$ cat config.mk
export PLATFORM = sky130hd
export DESIGN_NAME = iodec_top
export DESIGN_NICKNAME = d
export VERILOG_FILES = /design/src/rtl/iodec_pkg.sv /design/src/rtl/ad_latch.sv /design/src/rtl/io_window.sv /design/src/rtl/bus_phase_fsm.sv /design/src/rtl/iodec_top.sv
export SDC_FILE = /design/constraint.sdc
export NUM_CORES = 1
export LEC_CHECK = 0
export BUFFER_PORTS_ARGS = -buffer_cell sky130_fd_sc_hd__buf_2
export CORE_MARGIN = 2
export CORE_UTILIZATION = 25
export DETAILED_ROUTE_END_ITERATION = 10
export PLACE_DENSITY = 0.56
export SKIP_LAST_GASP = 1
export SYNTH_ARGS = -nofsm -noshare
export SYNTH_HDL_FRONTEND = slang
export SYNTH_SLANG_ARGS = --single-unit
$ cat constraint.sdc
create_clock -name clk -period 3.4 [get_ports clk]
set_input_delay 0.17 -clock clk [delete_from_list [all_inputs] [get_ports clk]]
set_output_delay 0.17 -clock clk [all_outputs]
set_load 0.1 [all_outputs]
$ cat src/rtl/iodec_pkg.sv
package iodec_pkg;
    typedef enum logic [1:0] {
        PH_IDLE   = 2'd0,
        PH_LATCH  = 2'd1,
        PH_VALID  = 2'd2,
        PH_ACCESS = 2'd3
    } bus_phase_t;
endpackage

$ cat src/rtl/ad_latch.sv
module ad_latch #(
    parameter int AW = 16
) (
    input  logic          clk,
    input  logic          rst_n,
    input  logic          ale_i,
    input  logic [AW-1:0] ad_i,
    input  logic          io_i,
    output logic [AW-1:0] addr_o,
    output logic          io_o
);
    // capture address phase, hold through the data phase
    always_ff @(posedge clk or negedge rst_n) begin
        if (!rst_n) begin
            addr_o <= '0;
            io_o   <= 1'b0;
        end else if (ale_i) begin
            addr_o <= ad_i;
            io_o   <= io_i;
        end
    end
endmodule

$ cat src/rtl/io_window.sv
module io_window #(
    parameter int AW       = 16,
    parameter int REG_W    = 2,
    parameter bit WIDE_BUS = 1'b0
) (
    input  logic [AW-1:0]    addr_i,
    input  logic             io_i,
    input  logic [AW-1:0]    base_i,
    output logic             hit_o,
    output logic [REG_W-1:0] reg_o
);
    localparam int STEP = WIDE_BUS ? 1 : 0;
    localparam int SPAN = REG_W + STEP;

    logic [AW-1:0]    diff;
    logic             in_win;
    logic [REG_W-1:0] idx;

    assign diff = addr_i - base_i;

    generate
        if (WIDE_BUS) begin : g_wide
            // alternate even addresses, one byte lane
            assign in_win = (diff[AW-1:SPAN] == '0) && !diff[0];
            assign idx    = diff[SPAN-1:1];
        end else begin : g_byte
            assign in_win = (diff[AW-1:SPAN] == '0);
            assign idx    = diff[REG_W-1:0];
        end
    endgenerate

    assign hit_o = in_win && io_i;
    assign reg_o = hit_o ? idx : '0;
endmodule

$ cat src/rtl/bus_phase_fsm.sv
module bus_phase_fsm
    import iodec_pkg::*;
(
    input  logic       clk,
    input  logic       rst_n,
    input  logic       ale_i,
    input  logic       strobe_i,
    output bus_phase_t phase_o,
    output logic       access_o
);
    bus_phase_t state_q, state_d;

    always_ff @(posedge clk or negedge rst_n) begin
        if (!rst_n) state_q <= PH_IDLE;
        else        state_q <= state_d;
    end

    always_comb begin
        state_d = state_q;
        if (ale_i) begin
            state_d = PH_LATCH;
        end else begin
            unique case (state_q)
                PH_IDLE:   state_d = PH_IDLE;
                PH_LATCH:  state_d = PH_VALID;
                PH_VALID:  state_d = strobe_i ? PH_ACCESS : PH_VALID;
                PH_ACCESS: state_d = strobe_i ? PH_ACCESS : PH_IDLE;
                default:   state_d = PH_IDLE;
            endcase
        end
    end

    always_comb begin
        phase_o  = state_q;
        access_o = (state_q == PH_ACCESS);
    end
endmodule

$ cat src/rtl/iodec_top.sv
module iodec_top
    import iodec_pkg::*;
#(
    parameter int AW       = 16,
    parameter int REG_W    = 2,
    parameter bit WIDE_BUS = 1'b0
) (
    input  logic             clk,
    input  logic             rst_n,
    input  logic [AW-1:0]    ad_i,
    input  logic             ale_i,
    input  logic             io_m_i,
    input  logic             rd_n_i,
    input  logic             wr_n_i,
    input  logic [AW-1:0]    base_i,
    output logic             cs_n_o,
    output logic [REG_W-1:0] reg_sel_o
);
    logic [AW-1:0]    addr_q;
    logic             io_q;
    logic             hit;
    logic             access;
    logic             strobe;
    bus_phase_t       phase;

    assign strobe = !rd_n_i || !wr_n_i;

    ad_latch #(.AW(AW)) u_latch (
        .clk(clk), .rst_n(rst_n), .ale_i(ale_i), .ad_i(ad_i),
        .io_i(io_m_i), .addr_o(addr_q), .io_o(io_q)
    );

    io_window #(.AW(AW), .REG_W(REG_W), .WIDE_BUS(WIDE_BUS)) u_win (
        .addr_i(addr_q), .io_i(io_q), .base_i(base_i),
        .hit_o(hit), .reg_o(reg_sel_o)
    );

    bus_phase_fsm u_fsm (
        .clk(clk), .rst_n(rst_n), .ale_i(ale_i), .strobe_i(strobe),
        .phase_o(phase), .access_o(access)
    );

    assign cs_n_o = !(access && hit);
endmodule

### After elaboration in Yosys (flattened, before gate mapping)

Cells that the tools add are included.

* reductions and logical operators: 8
* multiply operators: 0
* magnitude comparators: 0
* add/sub/neg operators: 1
* divide/modulo/power cells: 0
* equality and inequality tests: 3
* shift-type cells: 0
* bitwise logic cells: 0
* mux-type cells: 5

Operator list (count)
* subtractor 16 bit: 1
* logical NOT 14 bit: 1
* case mux 2 bit (4 select lines): 1
* two-way mux 2 bit: 3
* equality test 2 bit, second input constant: 2
* logical NOT 1 bit: 3
* equality test 2 x 1 -> 1 bit, second input constant: 1
* logical AND 1 bit: 2
* logical NOT 2 bit: 1
* logical OR 1 bit: 1
* two-way mux 1 bit: 1

* memory bits (writable): 0
* bits in registers: 19
* logic and storage cells: 20
* output and inout bits: 3
* bits in latches: 0
* memory bits (read-only): 0
* bits of input ports: 38
* memories: 0

### Depth between registers and ports, before layout

* depth in word-level cells: 5
* depth in mapped cells: 10
* mapped depth without buffers: 10

### Hierarchy

Synthesis repeated with hierarchy kept, for this count alone.

* cell total of the unflattened synthesis: 184
* area, all modules: 1711.6 um2

Modules (own cells, without submodules)
* io_window: times used 1, cells each 139, area each 932.1 um2, sequential area each 0.0 um2
* ad_latch: times used 1, cells each 36, area each 685.7 um2, sequential area each 425.4 um2
* bus_phase_fsm: times used 1, cells each 7, area each 86.3 um2, sequential area each 50.0 um2
* iodec_top: times used 1, cells each 2, area each 7.5 um2, sequential area each 0.0 um2

### Worst setup path before layout

Ideal clock, no wire load.

* path type: register -> output
* start point: reg u_latch.addr_o[0]
* end point: out reg_sel_o[0]
* data required time: 3230 ps
* stages on the path, launching flop included: 11
* buffers on the path: 0
* arrival time: 5021 ps
* slack: -1791 ps
* path through: dfrtp_1 > inv_1 > ha_1 > fa_1 > nor2b_4 > o221ai_1 > a2111oi_1 > o211ai_1 > a2111oi_2 > nand4b_1 > nor4_1

* longest elaborated chain between the ends: 4

RTL lines
* start, declared: RTL line ad_latch.sv:9 `output logic [AW-1:0] addr_o,`
* start signal, assigned: RTL line ad_latch.sv:18 `addr_o <= ad_i;`
* subtractor 16 bit (*): RTL line io_window.sv:19 `assign diff = addr_i - base_i;`
* logical NOT 14 bit: RTL line io_window.sv:27 `assign in_win = (diff[AW-1:SPAN] == '0);`
* logical AND 1 bit: RTL line io_window.sv:32 `assign hit_o = in_win && io_i;`
* two-way mux 2 bit (*): RTL line io_window.sv:33 `assign reg_o = hit_o ? idx : '0;`
* end, declared: RTL line iodec_top.sv:17 `output logic [REG_W-1:0] reg_sel_o`

Every way passes the cells marked *; elsewhere a longest branch is shown, timed or not.

### Worst setup path after layout

* start point: reg u_latch.addr_o[2]
* end point: out cs_n_o

* longest elaborated chain between the ends: 5

RTL lines
* subtractor 16 bit: RTL line io_window.sv:19
* logical NOT 14 bit: RTL line io_window.sv:27
* logical AND 1 bit: RTL line io_window.sv:32
* logical AND 1 bit: RTL line iodec_top.sv:43 `assign cs_n_o = !(access && hit);`
* logical NOT 1 bit: RTL line iodec_top.sv:43
* end, declared: RTL line iodec_top.sv:16 `output logic cs_n_o,`

Every way passes these cells.

==> results by stage <==
Floorplanning:
- The number of rows created at floorplan is 29.
- The vertical die dimension is 85.5 um.
- The horizontal extent of the die is 85.5 um.
- The area of the core is 6390 sq um.
- The full die area is 7300 sq um.
- During I/O placement, the number of pins put on the boundary was 41.
- The initial utilization of the core area, before any placement, comes to 0.260.

Logic synthesis:
- A synthesized cell averages 8.87 sq um.
- Summed over all instances, the cell type with the most area after synthesis is dfrtp_1.
- Synthesis inferred 19 register bits.
- By area the synthesized netlist is led by dfrtp_1 (29%), ha_1 (11%), mux2_2 (10%).
- The net count after synthesis is 241.
- The total number of yosys warnings is 0.
- Counting distinct cell types in the post-synthesis netlist gives 48.
- The area share of the leading cell type in the synthesized netlist is 0.287.
- Of the synthesized area, sequential elements account for 0.287.
- In this run the cell area of the synthesized design comes to 1660 sq um.
- The post-synthesis cell count is 187.

Clocking:
- CTS built an H-tree with a depth of 1.
- For this design, the sink count on the clock tree is 19.
- The latest clock arrival within the worst-skew pair is 0.25 ns.
- TritonCTS built the clock tree.
- The clock passes through at most 2 buffers.
- Counting the buffers created by CTS gives 3.
- The clock transition at the register clock pins on the worst setup and hold paths after CTS is 0.09 ns.
- The clock root buffer master is clkbuf_8.

Timing:
- In the finished design, the share of the clock period the worst path needs comes to 0.992.
- For the finished layout, the period the worst path requires is 3.37 ns.
- The final-report max-slew violation count was 0.
- The final worst clock skew is 0.0000340 ns.
- Setup violations remaining at the end of the flow were counted as 0.
- On the final layout, the worst hold slack is 0.119 ns.
- The peak clock frequency supported by timing is 0.297 GHz.
- The final-layout setup total negative slack is 0 ns.
- The number of hold violations in the final report is 0.
- Headroom to the max-slew limit came out at 0.684.
- At the pin with the least slew margin, the transition time is 0.472 ns.
- Setup repair after global routing could not meet its margin everywhere.
- The final worst slack is 0.0279 ns.

Route:
- For this run, the detailed router's first-pass iteration total came to 4.
- The remaining routing DRC violations is 0.
- After detailed routing, the total wire length is 4.09 mm.
- Dividing the detail-routed via count by the number of cells gives 4.96.
- The count of antenna-violating nets left after detailed routing is 0.
- The average detailed-routed wire length per instance is 13.3 um.
- The detailed router finished its first iteration with 79 violations.
- The via count is 1524.

Layout:
- Summing all multi-input logic gate instances after layout gives 1210 sq um.
- The number of nets in the layout is 285.
- The area growth from synthesis to final layout is 31.4%.
- 0 antenna diodes ended up in the layout.
- In the final layout, the share of cells above drive strength 1 is 0.348.
- The post-route non-filler standard cell count is 307.
- The layout has 687 filler cells.
- The sequential cells in the finished layout cover a total of 475 sq um.

Global routing:
- The overall global routing resource usage is 0.114.
- The initial antenna violation count is 0.
- Entering global routing, the biggest net connects 22 pins.
- The number of global-route vias before repair came to 1494.
- The total congestion overflow after global routing is 0.
- The wire length of the first global-routing pass is 6.81 mm.

Placed design:
- The pre-CTS worst setup slack is 0.246 ns.
- The routability congestion estimate from global placement is 0.844.
- The total placed cells including tap cells is 300.
- The count of buffers from port buffering is 40.
- The placed wire-length estimate is 3.17 mm.

Critical path:
- Among all stages on the critical path, the largest delay is contributed by or4_4.
- For the worst setup path, the data arrival time is 3.20 ns.
- The register-to-register setup slack is 2.61 ns.
- The sort of element at the start of the critical path is a flop.
- The worst-path maximum fanout is 5.
- The reg-to-reg critical path startpoint is u_fsm.phase_o[1].
- The worst setup path is of the flop to primary output kind.
- Traced cell by cell, the critical path runs through ha_1 > nor2b_4 > o31ai_4 > a21oi_2 > or3_4 > a2111oi_4 > nand4b_1 > or4_4 > buf_8.
- The delay of the slowest cell on the worst path is 0.54 ns.
- At the worst endpoint, the required time is 3.23 ns.
- In this run the critical register-to-register path is captured at u_fsm.phase_o[1].
- The logic depth of the worst register-to-register path is 2.
- STA classifies the critical path endpoint as a primary output.

Min path:
- The worst hold path class is primary input to flop.
- The number of cells traversed by the worst hold path is 3.
- The startpoint identified for the worst hold timing path is ad_i[1].
- The capture endpoint of the worst hold path is u_latch.addr_o[1].

Pwr:
- For this design the ratio of total power to cell area is 362 nW/um^2.
- IR analysis of the VDD net gives a maximum drop of 0.206 mV.
- The sum of internal, switching and leakage power is 789 uW.
- The leakage power figure is 0.933 nW.

Run status:
- The run finished with clean final reports.

Run:
- The max-cap violation count is 0.
-- where the power goes --
group / internal [mW] / switching, mW / leakage (nW)
combinational: 0.160 / 0.200 / 0.687
sequential: 0.248 / 0.0123 / 0.223
clock: 0.0835 / 0.0845 / 0.0228
-- cell usage after synthesis, drive strengths merged --
| master | n |
|---|---|
| dfrtp | 19 |
| inv | 18 |
| ha | 15 |
| mux2 | 15 |
| nand2 | 13 |
| nor2 | 13 |
| o21ai | 13 |
| a21oi | 12 |
| nand4 | 6 |
| clkbuf | 5 |
| nor2b | 5 |
| nand2b | 4 |
| nor3 | 4 |
| xor2 | 4 |
| nor4 | 3 |
| or3b | 3 |
| a2111oi | 2 |
| nand4b | 2 |
| nor3b | 2 |
| o2111ai | 2 |
| o211ai | 2 |
| o21a | 2 |
| o311ai | 2 |
| o31ai | 2 |
| or4 | 2 |
| a211o | 1 |
| a211oi | 1 |
| a21o | 1 |
| a22oi | 1 |
| a311oi | 1 |
| a32oi | 1 |
| buf | 1 |
| fa | 1 |
| nand3 | 1 |
| nand3b | 1 |
| o21bai | 1 |
| o221a | 1 |
| o221ai | 1 |
| o32ai | 1 |
| o41ai | 1 |
| or3 | 1 |
| xnor2 | 1 |
-- cells by family after synthesis --
logic type	Yosys count	share of synthesized area
fa+ha+maj	16	0.125
xor+xnor	5	0.0264
flops	19	0.287
buf+inv	24	0.0550
simple gates	60	0.199
compound gates	48	0.206
mux	15	0.102
-- state kept, by name, indices dropped and copies added, names as in the netlist --
signal / flops
u_fsm.phase_o: 2
u_latch.addr_o: 16
u_latch.io_o: 1
-- timing repair --
action                     CTS  global route
setup endpoints to repair    1             3
hold endpoints to repair    19             0
setup buffers                0             2
resized for setup            2            12
pin swaps                    0             4
hold buffers                 1             0
-- critical path, delay by kind of cell (launching register included) --
| family | cells | cell delay, ns |
|---|---|---|
| adders and majority gates | 1 | 0.34 |
| and+or+nand+nor | 4 | 1.27 |
| DFF | 1 | 0.39 |
| AOI/OAI and AO/OA | 3 | 0.75 |
| buffers and inverters | 1 | 0.19 |
-- how the worst max path moves through the flow --
stage | start | end | slack [ns]
floorplan | u_latch.addr_o[0] | reg_sel_o[1] | -0.03
global placement | u_latch.addr_o[0] | cs_n_o | 0.25
detailed placement | u_latch.addr_o[0] | cs_n_o | 0.25
CTS | u_latch.addr_o[0] | cs_n_o | 0.02
global route | u_latch.addr_o[0] | cs_n_o | -0.06
finish | u_latch.addr_o[2] | cs_n_o | 0.03
-- metrics by stage --
step                utilization  cell area [sq um]
finish                    0.341               2180
global route              0.341               2180
CTS                       0.327               2090
detailed placement        0.317               2030
global placement          0.317               2030
floorplan                     -               1710
-- per-layer routing --
metal | wire length, um | track usage | vias to the layer above
met5 | 0 | 0 | -
met4 | 36 | 0.0260 | 0
met3 | 143 | 0.0175 | 4
met2 | 2050 | 0.201 | 28
met1 | 1850 | 0.146 | 715
li1 | - | - | 777
-- cells in the final DEF (no fill, tap or decap), types with 2 or more instances in the layout --
| cell | synthesis | final |
|---|---|---|
| nor2_1 | 13 | 13 |
| o21ai_1 | 4 | 4 |
| nor2b_1 | 4 | 4 |
| a2111oi_4 | 0 | 2 |
| dfrtp_1 | 19 | 19 |
| nand4b_1 | 2 | 2 |
| o21a_1 | 2 | 2 |
| ha_1 | 15 | 12 |
| xor2_1 | 4 | 4 |
| mux2_2 | 15 | 15 |
| nand2b_1 | 4 | 4 |
| nand4_1 | 6 | 6 |
| a21oi_1 | 11 | 10 |
| o21ai_0 | 9 | 9 |
| nor3b_1 | 2 | 2 |
| buf_2 | 1 | 37 |
| buf_4 | 0 | 4 |
| o211ai_1 | 2 | 2 |
| ha_2 | 0 | 2 |
| inv_1 | 18 | 17 |
| o2111ai_1 | 2 | 2 |
| nor3_1 | 4 | 4 |
| nand2_1 | 13 | 13 |
| clkbuf_8 | 0 | 3 |
| or3b_1 | 3 | 3 |
| buf_12 | 0 | 2 |
| nor4_4 | 0 | 2 |
-- area by class of cell --
type / count / share of cell area
Tap cell: 77 / 0.0442
Multi-Input combinational cell: 144 / 0.557
Clock buffer: 4 / 0.0207
Sequential cell: 19 / 0.218
Timing Repair Buffer: 45 / 0.129
Inverter: 18 / 0.0310
Power figures use the tool's default switching activity.
